--- src/rtl/pwb_pkg.sv ---
package pwb_pkg;

   // Phases of the self-timed write cycle
   typedef enum logic [1:0] {
      PH_IDLE = 2'd0,   // no write cycle, collector may accept a command
      PH_WALK = 2'd1,   // stepping through the page locations
      PH_HOLD = 2'd2    // programming time remainder, array untouched
   } wr_phase_t;

   localparam int unsigned BYTE_W = 8;

   // page number of an address for a given page index width
   function automatic int unsigned page_of(input int unsigned addr, input int unsigned pw);
      return addr >> pw;
   endfunction

endpackage

--- src/rtl/pwb_collect.sv ---
module pwb_collect #(
   parameter int unsigned ADDR_W     = 8,
   parameter int unsigned DATA_W     = 8,
   parameter int unsigned PAGE_BYTES = 16,
   localparam int unsigned PW        = $clog2(PAGE_BYTES),
   localparam int unsigned PN_W      = ADDR_W - PW
) (
   input  logic              clk,
   input  logic              rst_n,
   input  logic              accept_en,   // low while a write cycle runs
   input  logic              wr_start,
   input  logic [ADDR_W-1:0] start_addr,
   input  logic              byte_valid,
   input  logic [DATA_W-1:0] byte_data,
   input  logic              close,       // command ended (chip select rose)
   input  logic              drop,        // ended without a launch: forget it
   input  logic              done,        // write cycle finished
   input  logic [PW-1:0]     sel_idx,     // location read by the commit walk
   output logic [PN_W-1:0]   page_num,
   output logic              armed,
   output logic [PAGE_BYTES-1:0] got_mask,
   output logic [DATA_W-1:0] sel_byte
);

   logic [DATA_W-1:0] page_buf [PAGE_BYTES];
   logic [PW-1:0]     wptr;
   logic              take_byte;

   assign take_byte = accept_en & armed & byte_valid & ~wr_start;

   // command framing and write pointer
   always_ff @(posedge clk or negedge rst_n) begin
      if (!rst_n) begin
         armed    <= 1'b0;
         wptr     <= '0;
         page_num <= '0;
      end else if (accept_en) begin
         if (wr_start) begin
            armed    <= 1'b1;
            wptr     <= start_addr[PW-1:0];
            page_num <= start_addr[ADDR_W-1:PW];
         end else begin
            if (close)     armed <= 1'b0;
            if (take_byte) wptr  <= wptr + 1'b1;   // wraps within the page
         end
      end
   end

   // received-location mask
   always_ff @(posedge clk or negedge rst_n) begin
      if (!rst_n) begin
         got_mask <= '0;
      end else if (done || (accept_en && (drop || wr_start))) begin
         got_mask <= '0;
      end else if (take_byte) begin
         got_mask[wptr] <= 1'b1;
      end
   end

   // byte storage: one register per location, later byte overwrites
   for (genvar g = 0; g < PAGE_BYTES; g++) begin : g_loc
      always_ff @(posedge clk) begin
         if (take_byte && (wptr == PW'(g))) page_buf[g] <= byte_data;
      end
   end

   assign sel_byte = page_buf[sel_idx];

endmodule

--- src/rtl/pwb_timer.sv ---
module pwb_timer
   import pwb_pkg::*;
#(
   parameter int unsigned WRITE_CYCLES = 1000000,
   parameter int unsigned PAGE_BYTES   = 16,
   localparam int unsigned PW          = $clog2(PAGE_BYTES),
   localparam int unsigned CW          = $clog2(WRITE_CYCLES + 1)
) (
   input  logic          clk,
   input  logic          rst_n,
   input  logic          launch,
   output logic          busy,
   output logic          done,
   output logic          walk_act,
   output logic [PW-1:0] walk_idx
);

   wr_phase_t     phase;
   logic [CW-1:0] cnt;
   logic          at_end;
   logic          at_last_loc;

   assign at_end      = (cnt == CW'(WRITE_CYCLES - 1));
   assign at_last_loc = (cnt == CW'(PAGE_BYTES - 1));

   always_ff @(posedge clk or negedge rst_n) begin
      if (!rst_n) begin
         phase <= PH_IDLE;
         cnt   <= '0;
         done  <= 1'b0;
      end else begin
         done <= 1'b0;
         unique case (phase)
            PH_IDLE: begin
               cnt <= '0;
               if (launch) phase <= PH_WALK;
            end
            PH_WALK: begin
               cnt <= cnt + 1'b1;
               if (at_last_loc) phase <= PH_HOLD;
            end
            PH_HOLD: begin
               cnt <= cnt + 1'b1;
               if (at_end) begin
                  phase <= PH_IDLE;
                  done  <= 1'b1;
               end
            end
            default: phase <= PH_IDLE;
         endcase
      end
   end

   assign busy     = (phase != PH_IDLE);
   assign walk_act = (phase == PH_WALK);
   assign walk_idx = cnt[PW-1:0];

endmodule

--- src/rtl/pwb_array.sv ---
module pwb_array #(
   parameter int unsigned ADDR_W    = 8,
   parameter int unsigned DATA_W    = 8,
   parameter logic [7:0]  INIT_BYTE = 8'hFF,
   parameter bit          RD_REG    = 1'b1,
   localparam int unsigned DEPTH    = 1 << ADDR_W
) (
   input  logic              clk,
   input  logic              rst_n,
   input  logic              we,
   input  logic [ADDR_W-1:0] waddr,
   input  logic [DATA_W-1:0] wdata,
   input  logic [ADDR_W-1:0] raddr,
   output logic [DATA_W-1:0] rdata
);

   logic [DATA_W-1:0] cells [DEPTH];

   // model of the non-volatile cells, erased at reset
   always_ff @(posedge clk or negedge rst_n) begin
      if (!rst_n) begin
         for (int i = 0; i < DEPTH; i++) cells[i] <= DATA_W'(INIT_BYTE);
      end else if (we) begin
         cells[waddr] <= wdata;
      end
   end

   if (RD_REG) begin : g_rd_reg
      always_ff @(posedge clk or negedge rst_n) begin
         if (!rst_n) rdata <= DATA_W'(INIT_BYTE);
         else        rdata <= cells[raddr];
      end
   end else begin : g_rd_comb
      assign rdata = cells[raddr];
   end

endmodule

--- src/rtl/pwb_engine.sv ---
module pwb_engine
   import pwb_pkg::*;
#(
   parameter int unsigned ADDR_W       = 8,
   parameter int unsigned PAGE_BYTES   = 16,
   parameter int unsigned WRITE_CYCLES = 1000000,
   parameter logic [7:0]  INIT_BYTE    = 8'hFF,
   parameter bit          RD_REG       = 1'b1,
   localparam int unsigned PW          = $clog2(PAGE_BYTES),
   localparam int unsigned PN_W        = ADDR_W - PW
) (
   input  logic                clk,
   input  logic                rst_n,
   input  logic                cs_n,
   input  logic                wr_start,
   input  logic [ADDR_W-1:0]   start_addr,
   input  logic                byte_valid,
   input  logic [BYTE_W-1:0]   byte_data,
   input  logic                frag_pending,
   input  logic                perm_ok,
   output logic [ADDR_W-1:0]   perm_addr,
   output logic                busy,
   output logic                wel_clr,
   input  logic [ADDR_W-1:0]   rd_addr,
   output logic [BYTE_W-1:0]   rd_data
);

   // elaboration-time parameter checks
   if ((PAGE_BYTES < 2) || ((PAGE_BYTES & (PAGE_BYTES - 1)) != 0)) begin : g_bad_page
      $error("PAGE_BYTES must be a power of two of at least 2");
   end
   if (PW >= ADDR_W) begin : g_bad_addr
      $error("ADDR_W must exceed the page index width");
   end
   if (WRITE_CYCLES < PAGE_BYTES + 1) begin : g_bad_time
      $error("WRITE_CYCLES must exceed PAGE_BYTES");
   end

   logic                  cs_n_q;
   logic                  cs_rise;
   logic                  close;
   logic                  launch;
   logic                  drop;
   logic                  armed;
   logic [PAGE_BYTES-1:0] got_mask;
   logic [PN_W-1:0]       page_num;
   logic [BYTE_W-1:0]     sel_byte;
   logic                  walk_act;
   logic [PW-1:0]         walk_idx;
   logic                  done;
   logic                  mem_we;

   always_ff @(posedge clk or negedge rst_n) begin
      if (!rst_n) cs_n_q <= 1'b1;
      else        cs_n_q <= cs_n;
   end

   assign cs_rise = cs_n & ~cs_n_q;
   assign close   = cs_rise & ~busy;
   assign launch  = close & armed & (|got_mask) & ~frag_pending;
   assign drop    = close & ~launch;

   pwb_collect #(
      .ADDR_W    (ADDR_W),
      .DATA_W    (BYTE_W),
      .PAGE_BYTES(PAGE_BYTES)
   ) u_collect (
      .clk       (clk),
      .rst_n     (rst_n),
      .accept_en (~busy),
      .wr_start  (wr_start),
      .start_addr(start_addr),
      .byte_valid(byte_valid),
      .byte_data (byte_data),
      .close     (close),
      .drop      (drop),
      .done      (done),
      .sel_idx   (walk_idx),
      .page_num  (page_num),
      .armed     (armed),
      .got_mask  (got_mask),
      .sel_byte  (sel_byte)
   );

   pwb_timer #(
      .WRITE_CYCLES(WRITE_CYCLES),
      .PAGE_BYTES  (PAGE_BYTES)
   ) u_timer (
      .clk     (clk),
      .rst_n   (rst_n),
      .launch  (launch),
      .busy    (busy),
      .done    (done),
      .walk_act(walk_act),
      .walk_idx(walk_idx)
   );

   assign perm_addr = {page_num, walk_idx};
   assign mem_we    = walk_act & got_mask[walk_idx] & perm_ok;
   assign wel_clr   = done;

   pwb_array #(
      .ADDR_W   (ADDR_W),
      .DATA_W   (BYTE_W),
      .INIT_BYTE(INIT_BYTE),
      .RD_REG   (RD_REG)
   ) u_array (
      .clk  (clk),
      .rst_n(rst_n),
      .we   (mem_we),
      .waddr(perm_addr),
      .wdata(sel_byte),
      .raddr(rd_addr),
      .rdata(rd_data)
   );

endmodule

--- config.mk ---
export PLATFORM = sky130hd
export DESIGN_NAME = pwb_engine
export DESIGN_NICKNAME = d
export VERILOG_FILES = /design/src/rtl/pwb_pkg.sv /design/src/rtl/pwb_collect.sv /design/src/rtl/pwb_timer.sv /design/src/rtl/pwb_array.sv /design/src/rtl/pwb_engine.sv
export SDC_FILE = /design/constraint.sdc
export NUM_CORES = 2
export LEC_CHECK = 0
export BUFFER_PORTS_ARGS = -buffer_cell sky130_fd_sc_hd__buf_2
export CAP_MARGIN = 5
export CORE_ASPECT_RATIO = 0.5
export CORE_UTILIZATION = 40
export DETAILED_ROUTE_END_ITERATION = 12
export SYNTH_ARGS = -nofsm -noshare
export SYNTH_HDL_FRONTEND = slang
export SYNTH_SLANG_ARGS = --single-unit
--- constraint.sdc ---
create_clock -name clk -period 3.3 [get_ports clk]
set_clock_uncertainty 0.05 [all_clocks]
set_input_delay 0 -clock clk [delete_from_list [all_inputs] [get_ports clk]]
set_output_delay 0 -clock clk [all_outputs]
set_load 0.01 [all_outputs]
==> impl_metrics.tcl <==
set metrics [dict create \
    status "finished clean" \
    finalPower_w 0.0543 \
    min_from "rd_addr[2]" \
    firstDrtPassIters 5 \
    insertion_delay_ps 880 \
    drt-vias-per-instance 5.48 \
    drive_above_1_share_pct 37.0 \
    ys_seq_area_share_pct 58.5 \
    yosysWarnings 0 \
    wl_per_cell_um 23.5 \
    cts_num_sinks 2233 \
    finalSetupTns_ps 0 \
    cts_max_path_buffers 4 \
    vdd_drop_max_uv 464 \
    final_common_cell "nand2_1" \
    nets 8797 \
    worst-path-max-fanout 27 \
    htree_levels 4 \
    grt_usage_pct 22.6 \
    critPathLaunchType "register" \
    route.detailed.drc 0 \
    initial_utilization_pct 40.5 \
    synth_compound_gate_area_share_pct 12.3 \
    endpoint_kind "register" \
    cts_tree "yes" \
    holdWs_ps 65.8 \
    synthSimpleGateAreaFrac_pct 10.3 \
    slew_viol_final 0 \
    drv_cap 0 \
    timing.rr.start "u_timer.cnt[0]$_DFFE_PN0P_" \
    setup_violations 0 \
    synth_xor_area_share_pct 0.113 \
    area_growth_pct 11.5 \
    netlist.top_cell.by_area "dfstp_2" \
    grt_max_degree 145 \
    min_period_ps 3200 \
    startpoint "u_timer.cnt[0]$_DFFE_PN0P_" \
    place_ws_ps -53.9 \
    synth_edf_count 128 \
    dpl.hpwl_mm 187 \
    mostFrequentLayoutCells "2236 x nand2_1, 2057 x dfstp_2, 1957 x o21ai_0" \
    numCtsBuffers 213 \
    syn_inst 8849 \
    instances_no_fill 12300 \
    num_rows 129 \
    gp_congestion 0.851 \
    synthArstFlopShare_pct 94.3 \
    clk_pin_slew_ps 70 \
    p_per_area_nw_per_um2 482 \
    synth_nets 8892 \
    muxShareOfSynthArea_pct 14.3 \
    core_um2 249000 \
    p_leak_nw 40.6 \
    hold_viol_final 0 \
    synth-seq-cells 2233 \
    dp_cells 11800 \
    ys_types 73 \
    synth_area_leaders "dfstp_2 54%, mux4_2 11%, o21ai_0 9.7%" \
    max_freq_mhz 312 \
    synth_top_family_by_area "multiplexers" \
    io_buffers 48 \
    vias 67100 \
    drt-initial-drc-count 5673 \
    critPathArrivalTime_ps 3900 \
    die_w_um 712 \
    required_ps 3990 \
    ys.flop_type "dfstp_2" \
    tightest_slew_ps 1200 \
    drt_wl_total_mm 288 \
    syn_area_um2 101000 \
    cts-root-buf "clkbuf_16" \
    grt_setup_unrepaired "no" \
    fin_crit_sh_pct 97.1 \
    grt_pass1_wl_mm 440 \
    grt_pass1_vias 66500 \
    chipHeight_um 357 \
    syn_avg_cell_area_um2 11.4 \
    antenna_found_initial 11 \
    grt_remaining_overflow 0 \
    fin_ws_ps 95.9 \
    max_slew_margin_pct 19.3 \
    path_class "reg2reg" \
    synth-adder-area-share_pct 0.149 \
    synth.top_cell.area_share_pct 53.6 \
    dieArea_um2 254000 \
    io_pins 49 \
    drtAntennaViolNets 0 \
    hold_class "in2reg" \
]
[what timing repair did]
item                                    in CTS  in global routing
endpoints found under the setup margin      17                247
cloned                                       0                  1
endpoints found under the hold margin      997                  0
gates resized for setup                      1                  6
hold buffers                                48                  0
setup buffers                                0                  2
[per-layer routing]
metal,vias to the layer above,global-route usage (%),wire length (um)
met5,-,0,0
met1,34100,32.9,132000
li1,30700,-,-
met2,1850,34.5,128000
met3,418,4.73,20300
met4,0,6.13,7980
[critical path: stages, from the launching register on]
cell	delay [ps]
dfrtp_4	610
buf_12	230
mux4_2	440
and2_2	160
buf_4	580
nand2_1	610
o21ai_0	350
[area by class of cell]
type                            instances  area [um^2]
Clock buffer                          308         6090
Inverter                              146          548
Sequential cell                      2233        59100
Tap cell                             3340         4180
Timing Repair Buffer                  411         4310
Clock inverter                         62          603
Antenna cell                            2         5.00
Fill cell                           22800       137000
Multi-Input combinational cell       5749        37600
[through the flow]
stage | cell area (um^2) | utilization [%]
CTS | 112000 | 45.1
floorplan | 101000 | -
global placement | 105000 | 42.3
finish | 112000 | 45.2
detailed placement | 105000 | 42.3
global route | 112000 | 45.2
[sequential cells by signal (all words and copies together), names as in the netlist]
register / cells
u_array.rdata: 8
cs_n_q: 1
u_collect.page_buf: 128
u_timer.done: 1
u_collect.page_num: 4
u_timer.cnt: 20
u_timer.phase: 2
u_collect.got_mask: 16
u_collect.armed: 1
u_array.cells: 2048
u_collect.wptr: 4
[power by group]
group | switching (W) | internal, W | total, W
Sequential | 0.0000265 | 0.0277 | 0.0278
Clock | 0.0108 | 0.0135 | 0.0243
Combinational | 0.00148 | 0.000683 | 0.00216
Total | 0.0123 | 0.0420 | 0.0543
[synth_stat cells (all sizes together), types with 9 or more instances]
library cell and number:
nand3 35, dfrtp 48, buf 227, o22ai 39
a211oi 16, nor4 14, clkbuf 495, o21ai 1965
edfxtp 128, ha 12, a22o 35, a22oi 86
nor2b 14, nand2b 19, o221ai 50, nor3 64
a21oi 54, a31oi 9, mux2i 289, nor2 161
inv 146, mux4 498, mux2 22, dfstp 2057
and2 19, nand2 2240
[logic make-up after synthesis]
family	after synthesis
flops	2233
buf+inv	868
compound gates	2305
fa+ha+maj	12
simple gates	2609
mux	809
xor+xnor	13
[final timing paths]
kind | slack [ps] | end | cells past startpoint
max | 100 | u_array.cells[1889]$_DFFE_PN1P_ | 6
min | 70 | u_array.rdata[6]$_DFF_PN1_ | 5
max reg2reg | 100 | u_array.cells[1889]$_DFFE_PN1P_ | 6
min reg2reg | 410 | u_array.cells[1539]$_DFFE_PN1P_ | 2
max in group asynchronous | 1710 | u_array.cells[982]$_DFFE_PN1P_ | 5
min in group asynchronous | 560 | u_array.cells[1336]$_DFFE_PN1P_ | 3
No activity file was read; power rests on OpenSTA's default activity.
